$ cat src/rtl/mqed_pwm.sv
module mqed_pwm #(
  parameter int ENV_W  = 12,
  parameter int FRAC   = 16,
  parameter int NB_MAX = 6,
  parameter int EW     = 22,
  localparam int MAXP  = 2**NB_MAX + 2**(NB_MAX-2) - 1,
  localparam int PW    = $clog2(MAXP + 1)
) (
  input  logic             clk,
  input  logic             rst,
  input  logic [ENV_W-1:0] env_in,
  input  logic [2:0]       nb,
  output logic             pwm_out,
  output logic             pulse_stb,
  output logic [PW-1:0]    pulse_m,
  output logic [PW-1:0]    pulse_w
);
  localparam int AW    = $clog2(MAXP + MAXP/2 + 2);
  localparam int DEPTH = 2**AW;
  localparam int LAT   = DEPTH;
  localparam int PRW   = EW + PW + 1;

  function automatic logic [PW-1:0] lo_of(input logic [2:0] n);
    int k;
    k = int'(n);
    return PW'((1 << k) - (1 << (k - 2)) + 1);
  endfunction

  logic [ENV_W-1:0]     sr [DEPTH];
  logic [FRAC:0]        rtab [2**PW];
  logic [2:0]           nbq;
  logic [PW-1:0]        cnt, cur_m, cur_w, best_m, best_w;
  logic                 run;
  logic signed [EW-1:0] fb, best_e;
  logic [EW-1:0]        best_mag;

  logic [PW-1:0]        ncand, cand_m, w_c;
  logic                 searching;
  logic [AW-1:0]        jsel;
  logic [ENV_W-1:0]     env_c;
  logic signed [EW-1:0] tgt, e_c;
  logic signed [PRW-1:0] prod, wr;
  logic [EW-1:0]        ratio, mag;

  for (genvar g = 0; g < 2**PW; g++) begin : g_recip
    assign rtab[g] = (FRAC+1)'((2**FRAC + g/2) / (g == 0 ? 1 : g));
  end

  assign ncand     = PW'((1 << (int'(nbq) - 1)) - 1);
  assign searching = cnt < ncand;
  assign cand_m    = lo_of(nbq) + cnt;
  assign jsel      = AW'(LAT - int'(cur_m) - int'(cand_m >> 1) + int'(cnt) - 1);
  assign env_c     = sr[jsel];

  assign tgt  = $signed(EW'({env_c, {(FRAC-ENV_W){1'b0}}})) + fb;
  assign prod = $signed({1'b0, cand_m}) * tgt;
  assign wr   = (prod + $signed(PRW'(2**(FRAC-1)))) >>> FRAC;

  always_comb begin
    if (wr < 0)
      w_c = '0;
    else if (wr > $signed({{(EW+1){1'b0}}, cand_m}))
      w_c = cand_m;
    else
      w_c = PW'(wr);
  end

  assign ratio = EW'(w_c) * EW'(rtab[cand_m]);
  assign e_c   = tgt - $signed(ratio);
  assign mag   = e_c < 0 ? EW'(-e_c) : EW'(e_c);

  always_ff @(posedge clk) begin
    if (rst) begin
      for (int i = 0; i < DEPTH; i++) sr[i] <= '0;
    end else begin
      sr[0] <= env_in;
      for (int i = 1; i < DEPTH; i++) sr[i] <= sr[i-1];
    end
  end

  always_ff @(posedge clk) begin
    if (rst) begin
      nbq      <= nb;
      cnt      <= '0;
      run      <= 1'b0;
      cur_m    <= lo_of(nb);
      cur_w    <= '0;
      fb       <= '0;
      best_m   <= '0;
      best_w   <= '0;
      best_e   <= '0;
      best_mag <= '0;
    end else begin
      if (searching && (cnt == '0 || mag < best_mag)) begin
        best_m   <= cand_m;
        best_w   <= w_c;
        best_e   <= e_c;
        best_mag <= mag;
      end
      if (cnt == cur_m - 1'b1) begin
        cnt   <= '0;
        cur_m <= best_m;
        cur_w <= best_w;
        fb    <= best_e;
        run   <= 1'b1;
      end else begin
        cnt <= cnt + 1'b1;
      end
    end
  end

  assign pwm_out   = run && (cnt < cur_w);
  assign pulse_stb = run && (cnt == '0);
  assign pulse_m   = cur_m;
  assign pulse_w   = cur_w;
endmodule

$ cat config.mk
export PLATFORM = sky130hd
export DESIGN_NAME = mqed_pwm
export DESIGN_NICKNAME = d
export VERILOG_FILES = /design/src/rtl/mqed_pwm.sv
export SDC_FILE = /design/constraint.sdc
export NUM_CORES = 2
export LEC_CHECK = 0
export CAP_MARGIN = 20
export CORE_MARGIN = 1
export CORE_UTILIZATION = 55
export CTS_BUF_LIST = sky130_fd_sc_hd__clkbuf_16
export CTS_CLUSTER_DIAMETER = 150
export DETAILED_ROUTE_END_ITERATION = 8
export GPL_TIMING_DRIVEN = 0
export PLACE_DENSITY = 0.77
export SLEW_MARGIN = 20
export SYNTH_ARGS = -nofsm -noshare
export SYNTH_HDL_FRONTEND = slang
export SYNTH_SLANG_ARGS = --single-unit
$ cat constraint.sdc
create_clock -name clk -period 35.4 [get_ports clk]
set_input_delay 3.54 -clock clk [delete_from_list [all_inputs] [get_ports clk]]
set_output_delay 3.54 -clock clk [all_outputs]
set_load 0.1 [all_outputs]
After elaboration in Yosys (flattened, before gate mapping)
Memory sizes are Yosys's and may differ from the RTL's.
Index checks and enable logic that the tools add are counted.
{"block": "totals", "rom_bits": 2176, "ramBits": 1536, "wordCells": 320, "mem_count": 2, "register_bits": 105}
{"block": "classes", "shift": 5, "n_reduce_logical": 7, "order_cmp": 7, "n_eq_ne": 1, "n_bitwise": 129, "add_sub_neg": 19, "muxes": 138, "mul": 2}
{"name": "(name not given)", "words": 128, "width": 17, "rd": 1, "rd_ports_with_merged_regs": 0, "wr": 0, "line_no": "68", "source": "assign ratio = EW'(w_c) * EW'(rtab[cand_m]);"}
{"name": "sr", "words": 128, "width": 12, "rd": 128, "rd_ports_with_merged_regs": 0, "wr": 128, "line_no": "29", "source": "logic [ENV_W-1:0] sr [DEPTH];"}
{"operator": "$mux 12", "n": 128}
{"operator": "$or 1x1->1", "n": 128}
{"operator": "$shl 1x32->7 const A", "n": 3}
{"operator": "$mux 17", "n": 2}
{"operator": "$add 30x17->30 const B", "n": 1}
{"operator": "$mul 8x22->30", "n": 1}
{"operator": "$mux 7", "n": 4}
{"operator": "$add 17x22->22", "n": 1}
{"operator": "$lt 22x1->1 const B", "n": 1}
{"operator": "$lt 22x22->1", "n": 1}
{"operator": "$mul 7x17->22", "n": 1}
{"operator": "$mux 22", "n": 1}
{"operator": "$neg 22->22", "n": 1}
{"operator": "$sub 22x22->22", "n": 1}
{"operator": "$sub 7x7->7", "n": 3}
{"operator": "$add 7x2->7 const B", "n": 2}
{"operator": "$add 7x7->7", "n": 2}
{"operator": "$gt 14x8->1", "n": 1}
{"operator": "$lt 14x1->1 const B", "n": 1}
{"operator": "$lt 7x7->1", "n": 2}
{"operator": "$shl 1x3->7 const A", "n": 2}
{"operator": "$sub 7x2->7 const B", "n": 2}
{"operator": "$ge 8x8->1 const B", "n": 1}
{"operator": "$not 7->8", "n": 1}
{"operator": "12 further kinds", "n": 17}

Depth between registers and ports, before layout
An unclocked memory read counts as a cell.
{"block": "logic_depth", "ltp_word": 22, "mapped_depth": 105}

Worst setup path after synthesis
Ideal clock, no wire load.
{"block": "synth_timing", "path_type": "register to register", "from": "reg nbq[2]", "to": "reg best_mag[17]", "setup_slack_ps": 11307, "t_arrival_ps": 23977, "required_time_ps": 35284, "synth_period_minus_slack_ps": 24093, "n_path_buf": 11, "path_stages_with_launch": 93, "path_cell_list": "edfxtp_1 clkbuf_1 inv_1 ha_1 nor2b_1 nand2_1 fa_1 ha_1 a21oi_1 nand2_1 xnor2_1 inv_1 clkbuf_1 clkbuf_1 buf_1 buf_1 fa_1 inv_1 (+57 left out) or3_4 or3_1 or3_1 buf_2 o31a_1 xor2_1 ha_1 o21a_1 o21ai_0 o21bai_1 a21oi_1 a21oi_1 a211oi_1 inv_1 o41ai_4 clkbuf_1 nand3_1 o211a_1"}
{"block": "synth_between", "elab_chain_cells": 22, "word_cells_on_any_way": 33, "cone_classes": "13 x add/sub; 2 x mul; 5 x order compare; 3 x shift; 5 x mux; 1 x bitwise; 2 x reduce/logical; 2 x memory"}
{"element": "from (decl)", "line_no": "31", "source": "logic [2:0] nbq;"}
{"element": "from (signal assigned)", "line_no": "83", "source": "nbq <= nb;"}
{"element": "$sub 3x2->4", "line_no": "26", "source": "return PW'((1 << k) - (1 << (k - 2)) + 1);"}
{"element": "$shl 1x32->7", "line_no": "26"}
{"element": "$sub 7x7->7 (*)", "line_no": "26"}
{"element": "$add 7x2->7 (*)", "line_no": "26"}
{"element": "$add 7x7->7 (*)", "line_no": "51", "source": "assign cand_m = lo_of(nbq) + cnt;"}
{"element": "net cand_m[3]", "line_no": "37", "source": "logic [PW-1:0] ncand, cand_m, w_c;"}
{"element": "$sub 7x7->7", "line_no": "52", "source": "assign jsel = AW'(LAT - int'(cur_m) - int'(cand_m >> 1) + int'(cnt) - 1);"}
{"element": "$add 7x7->7", "line_no": "52"}
{"element": "(+8 left out)"}
{"element": "$mul 7x17->22", "line_no": "68"}
{"element": "$sub 22x22->22 (*)", "line_no": "69", "source": "assign e_c = tgt - $signed(ratio);"}
{"element": "$neg 22->22 or $lt 22x1->1 (tied branches)", "line_no": "70", "source": "assign mag = e_c < 0 ? EW'(-e_c) : EW'(e_c);"}
{"element": "$mux 22 (*)", "line_no": "70"}
{"element": "net mag[19]", "line_no": "43", "source": "logic [EW-1:0] ratio, mag;"}
{"element": "$lt 22x22->1 (*)", "line_no": "94", "source": "if (searching && (cnt == '0 || mag < best_mag)) begin"}
{"element": "$logic_or 1x1->1 (*)", "line_no": "94"}
{"element": "$logic_and 1x1->1 (*)", "line_no": "94"}
{"element": "to (signal assigned)", "line_no": "98", "source": "best_mag <= mag;"}
{"element": "to (decl)", "line_no": "35", "source": "logic [EW-1:0] best_mag;"}
Mark *: on every way through the listed nets, which the timed path passes. The rest lies on a longest branch. The select of a mux whose other input is x is not followed.
A chain may end at the register's enable or synchronous reset.

Worst setup path in the final report
{"block": "layout_timing", "from": "reg nbq[2]", "to": "reg best_mag[14]"}
The elaborated chain is that of the path after synthesis.

==> out/results.tsv <==
metric	value	unit
insertion delay to the later sink of the worst-skew pair	0.80	ns
share of cells above drive strength 1	11.42	%
Syn. warnings	0	
RSZ-0062 raised after global routing	false	
Levels on crit path	95	
max_slew headroom	20.57	%
Clock Path Buffers	3	
P&R area growth vs syn	10.55	%
Hold Crit Depth	1	
post-synthesis sequential area ratio	45.19	%
initial antenna violation count	8	
Root Buffer	clkbuf_16	
most common cell in the synthesized netlist	dfxtp_1	
WP data arrival	33.61	ns
Routed WL	197.8	mm
crit path buf inv count	19	
CTS tree	built	
status	complete, no violations	
setup tns final	0	ns
endpoints failing hold	0	
Clock Sinks	1640	
die width	366.0	um
# hold bufs at CTS	0	
Placed Cells	8302	
height of the die	366.0	um
post-route ant nets	0	
max-capacitance violation count	0	
Cell variety after synth	86	
drt via density	5.793	
Worst Hold Class	flop to flop	
Starting Density	55.43	%
Syn Std Cell Area	72870	um^2
crit-path max FO	10	
setup bufs post-CTS	0	
ranking of synthesized cells by area	dfxtp_1 45%, mux4_2 15%, nor2b_1 13%	
CTS clock-pin slew for the worst setup and hold paths	0.06	ns
startpoint type of the worst setup path	flop	
gpl congestion	0.9783	
fmax	0.03036	GHz
DR DRC count	0	
Worst-Margin Slew	1.187	ns
final setup fails	0	
Gate Count Post-Synth	6512	
Pre-antenna DRT Iters	6	
final period utilization	93.05	%
die area	133900	um^2
CP max-delay cell	xor2_1	
top_reg_cell synth	dfxtp_1	
first-pass GRT wire length	303.4	mm
vias in the first global route	50620	
drt wl/cell	23.01	um
cells on worst reg2reg path	95	
H-tree levels	4	
post-synth top area cell	dfxtp_1	
Synth Register Bits	1640	
GRT overflow	0	
post-synthesis net count	6966	
fillcell total	10420	
fin nets	7162	
CTS resizes	0	
Final Skew	0.04184	ns
Final Max Tran Viols	0	
delay-heaviest family, CP	compound AO/OA/AOI/OAI gates	
post-synth top area share	44.78	%
Vias	49790	
All-Layer GR Usage	29.53	%
core area	131500	um^2
Port-buffer cells	32	
Max stage delay on crit path	0.91	ns
initial drt markers	4234	
Avg Synthesized Cell Area	11.19	um^2
most frequent cells after synthesis	1630 x dfxtp_1, 1556 x nor2b_1, 480 x mux4_2	
min Tclk post-route	32.94	ns
ys async rst share	0	%
Critical Setup Path Class	flop to flop	
Core Rows	133	
Post-synth EDFFs	10	
critical path endpoint category	flop	
CTS Buf Count	156	
largest net degree at the start of global routing	17	
post-route insts no fill	8596	
hpwl dp	147.8	mm
Req. time, crit path	36.07	ns
IO Pins	33	
[layout make-up]
type	instances	area, um^2	share of cell area, %
Timing Repair Buffer	38	386.6	0.4800
Sequential cell	1640	32930	40.88
Antenna cell	4	10.01	0.01243
Clock inverter	131	1111	1.379
Inverter	341	1280	1.589
Buffer	407	1546	1.920
Clock buffer	156	3904	4.846
Multi-Input combinational cell	4124	37190	46.17
Tap cell	1755	2196	2.726
[state kept, by name (all words and copies together) (netlist names)]
| register | flops |
|---|---|
| fb | 22 |
| best_w | 7 |
| pulse_m | 7 |
| cnt | 7 |
| run | 1 |
| sr | 1536 |
| best_m | 7 |
| pulse_w | 7 |
| nbq | 3 |
| best_e | 22 |
| best_mag | 21 |
[layout by cell type (no fill, tap or decap), drive strengths merged, types with 14 or more instances in the layout]
cell,synthesis,final
dfxtp,1630,1630
nor2b,1556,1556
clkbuf,339,505
mux4,480,480
inv,335,372
nand2,342,342
nor2,319,319
fa,220,220
ha,217,217
a21oi,121,121
o21ai,107,107
clkinv,6,82
nand3,75,75
xnor2,73,73
mux2i,70,70
buf,68,63
nor3,60,60
and2,45,45
o211ai,37,37
a211oi,36,36
xor2,34,34
clkdlybuf4s50,0,32
nand2b,24,24
o21a,21,21
a21o,20,20
or3,17,17
o22ai,14,14
a31oi,14,14
nor4,14,14
[kinds of logic after synthesis]
| logic type | Yosys count | share of synthesized area, % |
|---|---|---|
| simple gates | 2523 | 19.29 |
| flops | 1640 | 45.19 |
| buf+inv | 748 | 3.855 |
| mux | 562 | 15.98 |
| compound gates | 493 | 4.552 |
| fa+ha+maj | 437 | 9.770 |
| xor+xnor | 109 | 1.358 |
[through the flow]
| step | util [%] | hold WS [ns] | setup WS, ns | area, um^2 |
|---|---|---|---|---|
| finish | 61.27 | 0.4434 | 2.460 | 80550 |
| global route | 61.27 | 0.4455 | 1.084 | 80550 |
| CTS | 61.21 | 0.4387 | 3.023 | 80460 |
| detailed placement | 57.39 | 0.4444 | 3.162 | 75450 |
| global placement | 57.34 | 0.4348 | 1.484 | 75380 |
| floorplan | - | 0.4319 | 11.31 | 72870 |
[routing by layer]
| layer | up-vias | GRT usage [%] | wire, um |
|---|---|---|---|
| met4 | 4 | 12.50 | 9159 |
| met5 | - | 0 | 29 |
| met1 | 25100 | 38.72 | 81120 |
| met2 | 1880 | 48.36 | 94060 |
| met3 | 493 | 5.087 | 13420 |
| li1 | 22320 | - | - |
[worst paths after layout]
kind / start / end / slack [ns]
worst min-delay path: sr[113][2] / sr[114][2] / 0.44
worst max register to register: nbq[2] / best_mag[14] / 2.46
worst max-delay path: nbq[2] / best_mag[14] / 2.46
worst min register to register: sr[113][2] / sr[114][2] / 0.44
Power is left out: the tool's default activity adds up to more than one toggle a clock period on the data nets, which glitch-free logic cannot reach.
